File: config.mk
export PLATFORM = sky130hd
export DESIGN_NAME = dmaen_ctrl
export DESIGN_NICKNAME = d
export VERILOG_FILES = /design/src/rtl/dmaen_pkg.sv /design/src/rtl/dmaen_master.sv /design/src/rtl/dmaen_en_cell.sv /design/src/rtl/dmaen_req_bank.sv /design/src/rtl/dmaen_ctrl.sv
export SDC_FILE = /design/constraint.sdc
export NUM_CORES = 1
export LEC_CHECK = 0
export ABC_AREA = 1
export BUFFER_PORTS_ARGS = -buffer_cell sky130_fd_sc_hd__buf_2
export CAP_MARGIN = 20
export CORE_ASPECT_RATIO = 0.9
export CORE_MARGIN = 2
export CORE_UTILIZATION = 45
export CTS_BUF_LIST = sky130_fd_sc_hd__clkbuf_8 sky130_fd_sc_hd__clkbuf_16
export DETAILED_ROUTE_END_ITERATION = 10
export PLACE_DENSITY_LB_ADDON = 0.15
export SLEW_MARGIN = 20
export SYNTH_ARGS = -nofsm -noshare
export SYNTH_HDL_FRONTEND = slang
export SYNTH_SLANG_ARGS = --single-unit
File: constraint.sdc
create_clock -name clk -period 1.1 [get_ports clk]
set_input_delay 0.165 -clock clk [delete_from_list [all_inputs] [get_ports clk]]
set_output_delay 0.165 -clock clk [all_outputs]
set_load 0.01 [all_outputs]
File: src/rtl/dmaen_pkg.sv
package dmaen_pkg;

  typedef enum logic [1:0] {
    SEL_MASTER = 2'd0,
    SEL_CHEN   = 2'd1,
    SEL_SREQ   = 2'd2,
    SEL_DREQ   = 2'd3
  } reg_sel_e;

  // Masked single-bit update: keep current value unless its enable is set.
  function automatic logic masked_bit(input logic cur, input logic we, input logic val);
    return we ? val : cur;
  endfunction

  // Next state of the drain flag for the master enable.
  function automatic logic drain_next(input logic wr, input logic val, input logic shown,
                                      input logic any_busy, input logic drain);
    if (wr) return !val && shown && any_busy;
    return drain && any_busy;
  endfunction

endpackage

File: src/rtl/dmaen_master.sv
module dmaen_master
  import dmaen_pkg::*;
(
  input  logic clk,
  input  logic rst_n,
  input  logic wr_hit,
  input  logic wr_val,
  input  logic any_busy,
  output logic on_q,
  output logic on_next,
  output logic drain_q,
  output logic shown
);
  logic drain_d;

  assign on_next = wr_hit ? wr_val : on_q;
  assign shown   = on_q | drain_q;
  assign drain_d = drain_next(wr_hit, wr_val, shown, any_busy, drain_q);

  always_ff @(posedge clk or negedge rst_n) begin
    if (!rst_n) begin
      on_q    <= 1'b0;
      drain_q <= 1'b0;
    end else begin
      on_q    <= on_next;
      drain_q <= drain_d;
    end
  end
endmodule

File: src/rtl/dmaen_en_cell.sv
module dmaen_en_cell
  import dmaen_pkg::*;
(
  input  logic clk,
  input  logic rst_n,
  input  logic master_next,
  input  logic wr_hit,
  input  logic we,
  input  logic val,
  input  logic done,
  output logic en
);
  logic en_d;

  always_comb begin
    if (!master_next)  en_d = 1'b0;
    else if (done)     en_d = 1'b0;
    else if (wr_hit)   en_d = masked_bit(en, we, val);
    else               en_d = en;
  end

  always_ff @(posedge clk or negedge rst_n) begin
    if (!rst_n) en <= 1'b0;
    else        en <= en_d;
  end
endmodule

File: src/rtl/dmaen_req_bank.sv
module dmaen_req_bank
  import dmaen_pkg::*;
#(
  parameter int NCH = 8
) (
  input  logic           clk,
  input  logic           rst_n,
  input  logic           wr_hit,
  input  logic [NCH-1:0] we,
  input  logic [NCH-1:0] val,
  input  logic [NCH-1:0] ch_en,
  input  logic [NCH-1:0] sw_sel,
  input  logic [NCH-1:0] ack,
  output logic [NCH-1:0] req
);
  logic [NCH-1:0] req_q;

  for (genvar i = 0; i < NCH; i++) begin : g_bit
    logic nxt;
    always_comb begin
      if (!ch_en[i])     nxt = 1'b0;
      else if (ack[i])   nxt = 1'b0;
      else if (wr_hit)   nxt = masked_bit(req_q[i], we[i] & sw_sel[i], val[i]);
      else               nxt = req_q[i];
    end
    always_ff @(posedge clk or negedge rst_n) begin
      if (!rst_n) req_q[i] <= 1'b0;
      else        req_q[i] <= nxt;
    end
  end

  assign req = req_q & sw_sel;
endmodule

File: src/rtl/dmaen_ctrl.sv
module dmaen_ctrl
  import dmaen_pkg::*;
#(
  parameter int NCH = 8
) (
  input  logic             clk,
  input  logic             rst_n,
  input  logic             wr_en,
  input  logic [1:0]       wr_sel,
  input  logic [2*NCH-1:0] wr_data,
  input  logic [1:0]       rd_sel,
  output logic [NCH-1:0]   rd_data,
  input  logic [NCH-1:0]   ch_busy,
  input  logic [NCH-1:0]   ch_done,
  input  logic [NCH-1:0]   src_sw_sel,
  input  logic [NCH-1:0]   dst_sw_sel,
  input  logic [NCH-1:0]   src_ack,
  input  logic [NCH-1:0]   dst_ack,
  output logic [NCH-1:0]   ch_en,
  output logic [NCH-1:0]   src_req,
  output logic [NCH-1:0]   dst_req
);
  localparam int WEB = NCH;

  logic [NCH-1:0] wr_we, wr_val;
  logic master_wr, chen_wr, sreq_wr, dreq_wr;
  logic master_on, master_next, master_drain, master_shown;
  logic [NCH-1:0] chen_we_eff;

  assign wr_we  = wr_data[WEB +: NCH];
  assign wr_val = wr_data[NCH-1:0];

  assign master_wr = wr_en && (reg_sel_e'(wr_sel) == SEL_MASTER);
  assign chen_wr   = wr_en && (reg_sel_e'(wr_sel) == SEL_CHEN) && master_on;
  assign sreq_wr   = wr_en && (reg_sel_e'(wr_sel) == SEL_SREQ);
  assign dreq_wr   = wr_en && (reg_sel_e'(wr_sel) == SEL_DREQ);
  assign chen_we_eff = chen_wr ? wr_we : '0;

  dmaen_master u_master (
    .clk      (clk),
    .rst_n    (rst_n),
    .wr_hit   (master_wr),
    .wr_val   (wr_data[0]),
    .any_busy (|ch_busy),
    .on_q     (master_on),
    .on_next  (master_next),
    .drain_q  (master_drain),
    .shown    (master_shown)
  );

  for (genvar i = 0; i < NCH; i++) begin : g_ch
    dmaen_en_cell u_cell (
      .clk         (clk),
      .rst_n       (rst_n),
      .master_next (master_next),
      .wr_hit      (chen_wr),
      .we          (wr_we[i]),
      .val         (wr_val[i]),
      .done        (ch_done[i]),
      .en          (ch_en[i])
    );
  end

  dmaen_req_bank #(.NCH(NCH)) u_sreq (
    .clk(clk), .rst_n(rst_n), .wr_hit(sreq_wr), .we(wr_we), .val(wr_val),
    .ch_en(ch_en), .sw_sel(src_sw_sel), .ack(src_ack), .req(src_req)
  );

  dmaen_req_bank #(.NCH(NCH)) u_dreq (
    .clk(clk), .rst_n(rst_n), .wr_hit(dreq_wr), .we(wr_we), .val(wr_val),
    .ch_en(ch_en), .sw_sel(dst_sw_sel), .ack(dst_ack), .req(dst_req)
  );

  always_comb begin
    case (reg_sel_e'(rd_sel))
      SEL_MASTER: rd_data = {{(NCH-1){1'b0}}, master_shown};
      SEL_CHEN:   rd_data = master_on ? ch_en : '0;
      SEL_SREQ:   rd_data = src_req;
      default:    rd_data = dst_req;
    endcase
  end
endmodule

Word-level counts from Yosys, hierarchy flattened

Index checks and enable logic that the tools add are counted.

$add $sub $neg: 0
Multiply operators: 0
Divide/modulo/power cells: 0
$lt $le $gt $ge: 0
Eq/ne operators: 53
Shift operators: 0
Multiplexer cells: 102
Bitwise logic cells: 19
Reduce and logical (&&, ||, !) cells: 36

Operators by type and width:

| kind                 | number |
|---|---|
| $mux W1              | 100 |
| $ne A3 B3 Y1 const B | 32 |
| $ne A3 B2 Y1 const B | 16 |
| $reduce_and A2 Y1    | 24 |
| $pmux W8 S3          | 1 |
| $and A1 B1 Y1        | 16 |
| $and A8 B8 Y8        | 2 |
| $logic_and A1 B1 Y1  | 8 |
| $mux W8              | 1 |
| $reduce_or A8 Y1     | 1 |
| $eq A2 B2 Y1 const B | 3 |
| $eq A2 B1 Y1 const B | 2 |
| $logic_not A2 Y1     | 2 |
| $logic_not A1 Y1     | 1 |
| $or A1 B1 Y1         | 1 |

Register bits: 26
Bits in latches: 0
RAM bits: 0
Memory bits (read-only): 0
Memories kept: 0

Logic depth before layout (Yosys ltp)

Depth after elaboration: 6
Depth in mapped cells: 7
Mapped depth without buffers: 6

Modules after synthesis

Synthesis repeated with hierarchy kept, for this count alone.

Cells, all modules: 315
Area, all modules: 1841.8 um^2

Modules (own cells, without submodules):

| module         | times used | cells each | area an instance (um^2) |
|---|---|---|---|
| dmaen_req_bank | 2          | 89         | 521.8 |
| dmaen_en_cell  | 8          | 9          | 57.6 |
| dmaen_ctrl     | 1          | 56         | 256.5 |
| dmaen_master   | 1          | 9          | 81.3 |

Worst setup path after synthesis

Ideal clock, no wire load.

Kind: register to output
Start: register u_master.on_q
End: output port rd_data[1]
Arrival time: 0.898 ns
Data required time: 0.935 ns
Setup slack: 0.037 ns
Stages on the path, launching flop included: 5
Cell sequence: dfrtp_1 -> inv_1 -> nor3_4 -> nand2_1 -> o211ai_1

Word-level cells in the longest chain between the ends: 2

Ends and longest elaborated chain:

| element                | line               | RTL |
|---|---|---|
| start, declared        | dmaen_master.sv:9  | `output logic on_q,` |
| start signal, assigned | dmaen_master.sv:25 | `on_q <= on_next;` |
| $mux W8                | dmaen_ctrl.sv:77   | `SEL_CHEN: rd_data = master_on ? ch_en : '0;` |
| $pmux W8 S3            | dmaen_ctrl.sv:75   | `case (reg_sel_e'(rd_sel))` |
| end, declared          | dmaen_ctrl.sv:12   | `output logic [NCH-1:0] rd_data,` |

Every way passes these cells.

Worst setup path in the final report

Start: register u_master.on_q
End: output port rd_data[2]

The elaborated chain is that of the path after synthesis.

==> impl_metrics.csv <==
group,metric,value,unit
floorplanning,die_x,72.30,um
drt,via_per_inst,4.868,
clock_network,clock-sinks,26,
synthesis,synth-simple-area-share,0.4550,
global_route,grt_pass1_wl,8735,um
clock_network,clk_latency,0.27,ns
synthesis,syn-cell-area,1889,um^2
min_path,worstHoldPathCells,4,
synthesis,yosysSeqAreaShare,0.3444,
synthesis,synth-compound-area-share,0.07152,
global_route,antenna_found_initial,0,
placed_design,placed_area,2491,um^2
timing,setup-violations-final,15,
timing,relSlewSlack,0.7867,
synthesis,syn_nets,365,
synthesis,synthMuxAreaShare,0,
timing,finClkSkew,0.003443,ns
synthesis,avgSynthCellArea,6.426,um^2
power,p_per_area,759.6,nW/um^2
synthesis,synth_edf_count,0,
synthesis,synth_ff_type,"dfrtp_1",
synthesis,synthCells,294,
timing,worst_pin_slew,0.3196,ns
setup_path,arrival,1.31,ns
global_route,grt-ovfl-total,0,
power,power,2.031,mW
synthesis,synth_common_cells,"nand2_1, nor2_1, inv_1",
setup_path,cp-start-kind,"flop",
drt,ant_nets,0,
synthesis,synthTopCellsByArea,"dfrtp_1, nand2_1, nor2_1",
drt,post_drt_wl_per_cell,11.76,um
layout,drive_gt1_frac,0.4020,
timing,grt_setup_unrepaired,"yes",
floorplanning,io_pins,103,
placed_design,dp_cells,447,
global_route,gr-usage-all-layers,0.2361,
setup_path,cp-end-kind,"primary output",
clock_network,clock_path_buffers,2,
layout,instances_no_fill,456,
placed_design,dp_hpwl,4229,um
floorplanning,num_rows,22,
layout,n_fill_cell,389,
global_route,grt_max_degree,27,
clock_network,cts_tree,"built",
layout,diodes,0,
timing,min_period,1.475,ns
setup_path,required,0.94,ns
setup_path,cp_max_fo,5,
layout,final_cell_area,2674,um^2
drt,wirelength,5363,um
layout,syn2layout_area_growth,41.52,%
synthesis,synth.most_common_cell,"nand2_1",
synthesis,synth_top_area_share,0.3444,
layout,nets,481,
timing,finalHoldViolCount,0,
power,power.leakage,1.449,nW
timing,fin_crit_sh,1.341,
timing,fmaxAchievable,678.1,MHz
drt,drtIter0Drc,77,
synthesis,ys_types,21,
job,max_cap_violations,0,
global_route,grt_pass1_vias,2009,
synthesis,synth_xor_area_frac,0,
drt,vias,2220,
run_status,status,"finished with violations",
setup_path,critPathKind,"reg2out",
floorplanning,die_area,4733,um^2
floorplanning,start_util,0.4669,
placed_design,routabilityCongestion,0.7762,
layout,final_util,0.6608,
drt,first_pass_iters,4,
drt,drc_errors,0,
clock_network,numCtsBuffers,3,
placed_design,io_buffers,102,
synthesis,synth_top_family_by_area,"simple AND/OR/NAND/NOR gates",
synthesis,ys.warnings.count,0,
power,vdd_ir_drop_max,905.3,uV
setup_path,r2r_cells,7,
timing,setup_slack,-0.3747,ns
run_status,violations,"setup timing",
clock_network,h-tree-depth,1,
floorplanning,die_h,65.47,um
synthesis,yosys.area.top_type,"dfrtp_1",
synthesis,async_flop_share,1.000,
floorplanning,core,4046,um^2
synthesis,yosys_register_bits,26,
timing,finalMaxSlewViolations,0,
synthesis,synth-adder-area-share,0,
clock_network,clkTransAtPathRegs,0.09,ns
clock_network,root_buffer,"clkbuf_8",
min_path,worstHoldPathType,"in2reg",
[worst max-delay path, cell delays in order (launching register included)]
cell and delay, ns:
dfrtp_1 0.39, inv_2 0.06, nor3_4 0.15, buf_6 0.16, nand2_2 0.05, o211ai_1 0.08, buf_2 0.16
[stage by stage]
step	setup TNS [ns]	setup slack [ns]	hold slack (ns)
4_1_cts	-3.001	-0.3735	0.1071
5_1_grt	-4.408	-0.4704	0.1157
2_1_floorplan	0	0.03662	-0.1306
3_5_place_dp	-0.9304	-0.1167	0.1215
6_report	-3.015	-0.3747	0.1146
3_3_place_gp	-0.6500	-0.09171	0.1215
[placed cells by master, fill, tap and decap left out]
| cell type | netlist | layout |
|---|---|---|
| nand3_2 | 3 | 5 |
| and2_1 | 1 | 1 |
| nor2_2 | 6 | 5 |
| nand2_2 | 2 | 11 |
| o21ai_1 | 3 | 3 |
| buf_4 | 9 | 13 |
| dlygate4sd3_1 | 0 | 1 |
| nand3_1 | 27 | 25 |
| a21oi_1 | 8 | 7 |
| nor3_1 | 3 | 3 |
| buf_2 | 0 | 96 |
| clkbuf_8 | 0 | 3 |
| inv_1 | 44 | 36 |
| nand4_1 | 2 | 2 |
| nand2_1 | 86 | 77 |
| nor2_1 | 54 | 54 |
| nor2_4 | 5 | 6 |
| dfrtp_1 | 26 | 26 |
| buf_12 | 0 | 1 |
| nor3_4 | 1 | 1 |
| o211ai_1 | 7 | 7 |
| o21ai_0 | 2 | 2 |
| a21oi_2 | 2 | 3 |
| buf_6 | 1 | 10 |
| inv_2 | 0 | 8 |
| or2_2 | 2 | 2 |
[cells by family after synthesis]
kind of cell,Yosys count
simple gates,192
buf+inv,54
flops,26
compound gates,22
[where the power goes]
group / leakage [nW] / switching, mW / internal (mW)
combinational: 1.07 / 0.285 / 0.222
clock: 0.0216 / 0.293 / 0.245
sequential: 0.359 / 0.0141 / 0.972
total: 1.45 / 0.592 / 1.44
[flip-flops by register name (all words and copies together), names as in the netlist]
signal	cells
u_master.drain_q	1
u_dreq.req_q	8
u_sreq.req_q	8
u_master.on_q	1
g_ch.u_cell.en	8
[path summary, 6_finish.rpt]
kind / start / slack, ns / end
setup / recovery: u_master.on_q / -0.37 / rd_data[2]
hold / removal: src_ack[3] / 0.11 / u_sreq.req_q[3]
setup reg to reg: u_master.on_q / -0.03 / g_ch[4].u_cell.en
hold reg to reg: u_sreq.req_q[5] / 0.52 / u_sreq.req_q[5]
max in group asynchronous: rst_n / 0.58 / g_ch[5].u_cell.en
min in group asynchronous: rst_n / 0.36 / u_master.drain_q
[layout make-up]
type	instances	area [um^2]	area share
well taps	48	60.06	0.02246
repair buffers	121	720.7	0.2695
inverters	44	165.2	0.06177
multi-input cells	214	1036	0.3875
clock buffers	3	41.29	0.01544
flip-flops and latches	26	650.6	0.2433
[timing repair]
item | 4_1_cts | 5_1_grt
hold buffers | 1 | 0
pin swaps | 1 | 14
setup endpoints to repair | 17 | 32
buffers inserted | 0 | 5
resized for setup | 12 | 19
endpoints found under the hold margin | 26 | 0
[routing by layer]
layer  part of all wire  vias up  track usage
met5                  0        -            0
met4              0.012        0      0.04481
met3              0.060        7      0.03834
met2               0.49       76       0.4243
met1               0.44     1005       0.2989
li1                   -     1132            -
Note: power is estimated with default switching activity, not from simulation.
